### config.mk
export PLATFORM = sky130hd
export DESIGN_NAME = bus_fault_capture
export DESIGN_NICKNAME = d
export VERILOG_FILES = /design/src/rtl/bus_fault_capture.sv
export SDC_FILE = /design/constraint.sdc
export NUM_CORES = 1
export LEC_CHECK = 0
export BUFFER_PORTS_ARGS = -buffer_cell sky130_fd_sc_hd__buf_2
export CAP_MARGIN = 10
export CORE_MARGIN = 2
export CORE_UTILIZATION = 43
export CTS_CLUSTER_DIAMETER = 150
export DETAILED_ROUTE_END_ITERATION = 8
export PLACE_DENSITY = 0.86
export SYNTH_ARGS = -nofsm -noshare
export SYNTH_HDL_FRONTEND = slang
export SYNTH_SLANG_ARGS = --single-unit
### constraint.sdc
create_clock -name clk -period 2.86 [get_ports clk]
set_input_delay 0.143 -clock clk [delete_from_list [all_inputs] [get_ports clk]]
set_output_delay 0.143 -clock clk [all_outputs]
set_load 0.01 [all_outputs]
### src/rtl/bus_fault_capture.sv
module bus_fault_capture #(
  parameter int AW   = 32,
  parameter int NTAG = 4,
  parameter int PW   = 3,
  localparam int TW  = (NTAG > 1) ? $clog2(NTAG) : 1
) (
  input  logic          clk,
  input  logic          rst_n,
  input  logic          fetch_err,
  input  logic [TW-1:0] fetch_slot,
  input  logic          issue,
  input  logic [TW-1:0] issue_slot,
  input  logic          flush,
  input  logic          prec_err,
  input  logic [AW-1:0] prec_addr,
  input  logic          imp_err,
  input  logic [PW-1:0] exec_prio,
  input  logic [PW-1:0] fault_prio,
  input  logic          stk_err,
  input  logic          stk_done,
  input  logic          unstk_err,
  input  logic          unstk_done,
  input  logic          reg_wr,
  input  logic          reg_sel,
  input  logic [AW-1:0] reg_wdata,
  output logic [AW-1:0] reg_rdata,
  output logic [4:0]    flags,
  output logic [AW-1:0] fault_addr,
  output logic          addr_valid,
  output logic          imp_pending,
  output logic          sp_adjust,
  output logic          sp_restore
);

  logic [NTAG-1:0] tag;
  logic            unstk_seen;

  wire       clr_wr   = reg_wr && !reg_sel;
  wire [4:0] clr      = clr_wr ? reg_wdata[4:0] : 5'd0;
  wire       imp_live = imp_pending || imp_err;
  wire       imp_go   = imp_live && (exec_prio > fault_prio);
  wire       ibus_hit = issue && tag[issue_slot];
  wire [4:0] set      = {stk_err, unstk_err, imp_go, prec_err, ibus_hit};
  wire       capture  = prec_err && (!addr_valid || clr[1]);

  always_ff @(posedge clk or negedge rst_n) begin
    if (!rst_n) begin
      flags       <= '0;
      fault_addr  <= '0;
      addr_valid  <= 1'b0;
      imp_pending <= 1'b0;
      unstk_seen  <= 1'b0;
    end else begin
      flags       <= (flags & ~clr) | set;
      imp_pending <= imp_live && !imp_go;
      unstk_seen  <= unstk_done ? 1'b0 : (unstk_seen || unstk_err);
      if (capture) fault_addr <= prec_addr;
      if (capture) addr_valid <= 1'b1;
      else if (clr[1]) addr_valid <= 1'b0;
    end
  end

  for (genvar i = 0; i < NTAG; i++) begin : g_tag
    always_ff @(posedge clk or negedge rst_n) begin
      if (!rst_n) tag[i] <= 1'b0;
      else if (fetch_err && fetch_slot == TW'(i)) tag[i] <= 1'b1;
      else if (flush || (issue && issue_slot == TW'(i))) tag[i] <= 1'b0;
    end
  end

  assign sp_adjust  = stk_done;
  assign sp_restore = unstk_done && !unstk_seen && !unstk_err;

  always_comb begin
    reg_rdata = '0;
    if (reg_sel) reg_rdata = fault_addr;
    else begin
      reg_rdata[4:0] = flags;
      reg_rdata[7]   = addr_valid;
    end
  end

  assert_sticky_R2: assert property (@(posedge clk) disable iff (!rst_n)
    !clr_wr |=> ((flags & $past(flags)) == $past(flags)));
  assert_prec_flag_R3: assert property (@(posedge clk) disable iff (!rst_n)
    prec_err |=> flags[1]);
  assert_capture_R3: assert property (@(posedge clk) disable iff (!rst_n)
    (prec_err && !addr_valid) |=> (addr_valid && fault_addr == $past(prec_addr)));
  assert_hold_R4: assert property (@(posedge clk) disable iff (!rst_n)
    (addr_valid && !(clr_wr && reg_wdata[1])) |=> (addr_valid && $stable(fault_addr)));
  assert_no_addr_R5: assert property (@(posedge clk) disable iff (!rst_n)
    (!prec_err && !clr_wr) |=> ($stable(fault_addr) && $stable(addr_valid)));
  assert_imp_wait_R7: assert property (@(posedge clk) disable iff (!rst_n)
    (imp_pending && exec_prio <= fault_prio) |=> imp_pending);
  assert_stk_R9: assert property (@(posedge clk) disable iff (!rst_n)
    stk_err |=> flags[4]);
  assert_adjust_R9: assert property (@(posedge clk) disable iff (!rst_n)
    stk_done |-> sp_adjust);
  assert_unstk_R10: assert property (@(posedge clk) disable iff (!rst_n)
    (unstk_done && unstk_err) |-> !sp_restore);
endmodule

* Word level (Yosys, flattened, before mapping)
Cells that the tools add are included.
** Word-level totals
- Register bits :: 44
- Output and inout bits :: 73
- Word-level logic and storage cells :: 72
- Input bits :: 87
** Cells by class
- Bitwise gates (word level) :: 3
- Order comparisons :: 2
- Reduce and logical (&&, ||, !) cells :: 34
- Equal/unequal tests :: 6
- Muxes and demuxes :: 18
** Operator list (count)
- 24-bit 2-to-1 mux :: 1
- 1-bit logical AND :: 15
- 1-bit 2-to-1 mux :: 13
- 5-bit 2-to-1 mux :: 2
- 2-bit nonzero test :: 5
- 2-bit equality test, second input constant :: 4
- 1-bit logical OR :: 7
- 5-bit bitwise AND :: 1
- 1-bit logical NOT :: 5
- 5-bit inverter :: 1
- 5-bit bitwise OR :: 1
- 2-bit by 1-bit equality test with 1-bit output, second input constant :: 2
- 2-bit logical NOT :: 2
- 3-bit greater-than comparator :: 1
- 2-bit by 3-bit less-than comparator with 1-bit output, second input constant :: 1
- 1-bit binary-select mux with 2-bit select :: 1
- 2-bit 2-to-1 mux :: 1

* Depth between registers and ports, before layout
- Depth in word-level cells :: 6
- Gate-level depth with buffers :: 5
- Depth with buffers taken out :: 5

* Worst setup path before layout
Ideal clock, no wire load.
- Path type :: flip-flop to flip-flop
- Start point :: reg addr_valid
- End point :: reg fault_addr[0]
- Path buffers :: 1
- Arrival time :: 1.147 ns
- Data required time :: 2.735 ns
- Library setup time :: 0.125 ns
- Slack :: 1.589 ns
- Period minus slack after synthesis :: 1.271 ns
- Stages on the path, launching flop included :: 4
- Cells stage by stage :: dfrtp_1 > a21boi_4 > buf_6 > mux2_2
** Between the ends
- Longest elaborated chain between the ends :: 3
** Ends and longest elaborated chain
- start, declared :: line 29 : output logic addr_valid,
- start signal, assigned :: line 50 : addr_valid <= 1'b0;
- start signal, assigned :: line 58 : if (capture) addr_valid <= 1'b1;
- start signal, assigned :: line 59 : else if (clr[1]) addr_valid <= 1'b0;
- 1-bit logical NOT :: line 44 : wire capture = prec_err && (!addr_valid || clr[1]);
- 1-bit logical OR :: line 44
- 1-bit logical AND :: line 44
- end signal, assigned :: line 57 : if (capture) fault_addr <= prec_addr;
- end, declared :: line 28 : output logic [AW-1:0] fault_addr,
Every way passes these cells.
A chain may end at the register's enable or synchronous reset.

* Worst setup path after layout
- Start point :: reg addr_valid
- End point :: reg fault_addr[13]
The elaborated chain is that of the path after synthesis.

==> reports/metrics.csv <==
stage,metric,value,unit
outcome,status,"finished, violations left",
outcome,failed_checks,hold timing,
finish,final_util,0.605,
cts,cts_setup_buffers,0,
cts,cts.htree.levels,2,
finish,area_used_by_multi_input_combinational_logic,896,um2
timing,whs,-2.87,ps
timing,achievable-frequency,598,MHz
synthesis,synth.cell_area,2070,um2
timing,period_share,0.585,
routing,avgViaCountPerCell,4.81,
timing,shortest_clock_period_the_worst_path_allows_after_layout,1670,ps
routing,drc,0,
worst_setup_path,timing.critical_path.required,3030,ps
timing,clock_skew,3.94,ps
pwr,p_leak,1.46,nW
cts,cts.sinks,44,
worst_setup_path,top_fanout_value_on_the_critical_path,22,
placed_design,place_worst_setup_slack,896,ps
floorplanning,dieHeight,73.4,um
worst_setup_path,crit-reg2reg-launch,addr_valid,
worst_setup_path,worst_r2r_path_depth,3,
routing,detailroute.via_count,1679,
finish,post_route_cells_drive_above_1_share,0.610,
cts,cts_hold_repair.buffers,0,
worst_setup_path,worst_setup_path_endpoint,fault_addr[13],
worst_setup_path,worst_setup_path_start_kind,register,
global_route,antenna_found_initial,0,
pwr,worst_voltage_drop_across_the_vdd_grid,0.433,mV
synthesis,synth-seq-cells,44,
timing,worst_slew_pin_tran,941,ps
timing,layout_setup_ws,1190,ps
synthesis,synth.yosys.warnings,0,
floorplanning,coreArea,4690,um2
timing,hold_violations,16,
cts,cts_repair_resize_count,0,
worst_setup_path,crit_path_cell_trace,a21boi_4 > buf_4 > mux2_2,
routing,routed_wire_length_per_instance,12.8,um
floorplanning,placement_rows,25,
timing,headroom_to_the_max_slew_limit,0.373,
finish,num-nets-final,384,
timing,grt_setup_unrepaired,false,
synthesis,synth.lib_cells_used.distinct,23,
worst_setup_path,worst-setup-path-type,reg2reg,
cts,cts_made_buffers,5,
finish,mostFrequentLayoutCells,"sky130_fd_sc_hd__buf_2, sky130_fd_sc_hd__dfrtp_1, sky130_fd_sc_hd__mux2_2",
timing,report.final.slew_viol_count,0,
floorplanning,die_w,73.4,um
worst_setup_path,arrival,1850,ps
placed_design,place_congestion,0.696,
worst_setup_path,r2r_slack,1190,ps
cts,max-clock-path-buffers,2,
finish,mostFrequentLayoutCell,sky130_fd_sc_hd__buf_2,
floorplanning,initial_core_util,0.442,
timing,setup_viol,0,
worst_setup_path,rr_endpoint,fault_addr[13],
cts,ctsRootBufferMaster,sky130_fd_sc_hd__clkbuf_8,
job,drv.max_cap_violation_count,0,
synthesis,synth_cells,163,
floorplanning,die-area,5390,um2
global_route,grt_pass1_wl,6610,um
global_route,grt_pass1_vias,1526,
finish,fillerInstances,394,
finish,antennaDiodeCount,0,
routing,antenna_left,0,
routing,drt_pre_antenna_iters,4,
min_path,min-delay-path-class,in2async,
finish,areaGrowthSynthToFinish,37.0,%
global_route,grt.overflow.total,0,
placed_design,dpl.cell_count,341,
placed_design,hpwlAfterDp,3480,um
worst_setup_path,critical-path-slowest-cell,sky130_fd_sc_hd__dfrtp_1,
routing,route.final.wire_length,4470,um
pwr,p_total,1.82,mW
synthesis,synth_seq_area_share,0.531,
finish,stdcell_count,349,
pwr,power.density,643,nW/um2
global_route,globalRouteTotalUtil,0.160,
worst_setup_path,worstSetupEndpointType,register,
synthesis,avgSynthCellArea,12.7,um2
placed_design,port_buffers,130,
worst_setup_path,cpPeakStageDelay,440,ps
worst_setup_path,crit_start,addr_valid,
cts,worst_setup_hold_path_clk_slew,80,ps
timing,fin_setup_tns,0,ps
cts,tritoncts,done,
synthesis,mappedNetlistNets,253,
floorplanning,io_pins,160,
finish,layout.area.seq,1100,um2
global_route,grt_max_degree,45,
routing,dr.first_iter.drc_count,65,
cts,clk-insertion-delay-late,290,ps
cells by family (layout without fill, tap and decap cells):
| family | Yosys count | after routing | synth area share |
|---|---|---|---|
| AND/OR/NAND/NOR | 43 | 43 | 0.127 |
| adder cells (fa/ha/maj) | 3 | 3 | 0.0181 |
| multiplexers | 40 | 40 | 0.216 |
| AO/OA/AOI/OAI | 20 | 20 | 0.0707 |
| buffers and inverters | 13 | 145 | 0.0362 |
| flip-flops | 44 | 44 | 0.531 |
synthesized netlist by cell type:
cell | number | share of area
sky130_fd_sc_hd__a211oi_1 | 1 | 0.0036
sky130_fd_sc_hd__a21bo_2 | 1 | 0.0048
sky130_fd_sc_hd__a21boi_4 | 1 | 0.0091
sky130_fd_sc_hd__a21o_1 | 4 | 0.014
sky130_fd_sc_hd__and2_1 | 27 | 0.082
sky130_fd_sc_hd__buf_4 | 1 | 0.0036
sky130_fd_sc_hd__buf_6 | 3 | 0.016
sky130_fd_sc_hd__clkbuf_1 | 3 | 0.0054
sky130_fd_sc_hd__dfrtp_1 | 44 | 0.53
sky130_fd_sc_hd__ha_1 | 3 | 0.018
sky130_fd_sc_hd__inv_1 | 6 | 0.011
sky130_fd_sc_hd__mux2_2 | 38 | 0.21
sky130_fd_sc_hd__mux2i_1 | 2 | 0.0097
sky130_fd_sc_hd__nand2_1 | 5 | 0.0091
sky130_fd_sc_hd__nand2b_1 | 2 | 0.0060
sky130_fd_sc_hd__nand3_1 | 1 | 0.0024
sky130_fd_sc_hd__nand3b_4 | 1 | 0.0097
sky130_fd_sc_hd__nor2_1 | 2 | 0.0036
sky130_fd_sc_hd__nor2b_1 | 5 | 0.015
sky130_fd_sc_hd__o21ai_0 | 9 | 0.022
sky130_fd_sc_hd__o221ai_1 | 2 | 0.0085
sky130_fd_sc_hd__o22a_1 | 1 | 0.0042
sky130_fd_sc_hd__o2bb2ai_1 | 1 | 0.0042
area by class of cell:
| cell class | instances | area share |
|---|---|---|
| inverter | 6 | 0.00794 |
| timing repair buffer | 131 | 0.232 |
| multi-input combinational | 106 | 0.316 |
| clock buffer | 6 | 0.0291 |
| sequential | 44 | 0.388 |
| tap | 54 | 0.0238 |
| clock inverter | 2 | 0.00353 |
sequential cells by signal (all words and copies together), names as in the netlist:
| name | count |
|---|---|
| tag | 4 |
| addr_valid | 1 |
| unstk_seen | 1 |
| imp_pending | 1 |
| flags | 5 |
| fault_addr | 32 |
stage by stage:
step | hold WS (ps) | area, um2
floorplan | -153 | 2070
CTS | 3.28 | 2840
global placement | 286 | 2750
detailed placement | 286 | 2750
finish | -2.87 | 2840
global route | 0.00516 | 2840
power breakdown:
part | internal, mW | switching, mW
combinational | 0.317 | 0.274
clock | 0.193 | 0.198
sequential | 0.755 | 0.0878
total | 1.26 | 0.559
layer usage:
metal | routed length, um | track usage | vias up | share of wire
met5 | 0 | 0 | - | 0
met4 | 40 | 0.0465 | 0 | 0.0089
met3 | 308 | 0.0480 | 6 | 0.069
met2 | 2380 | 0.302 | 75 | 0.53
met1 | 1750 | 0.169 | 780 | 0.39
li1 | - | - | 818 | -
worst max-delay path, delay by kind of cell, from the launching register on:
kind	cells	cell delay [ps]
buf+inv	1	370
mux	1	380
compound gates	1	380
flops	1	440
worst min-delay path by stage:
stage	startpoint	endpoint	slack, ps	cells past startpoint
detailed placement	stk_done	sp_adjust	290	0
CTS	unstk_done	unstk_seen	3	2
global placement	stk_done	sp_adjust	290	0
finish	rst_n	fault_addr[2]	-3	1
floorplan	rst_n	addr_valid	-150	0
global route	unstk_done	unstk_seen	0.005	2
(Power assumes the default switching activity.)
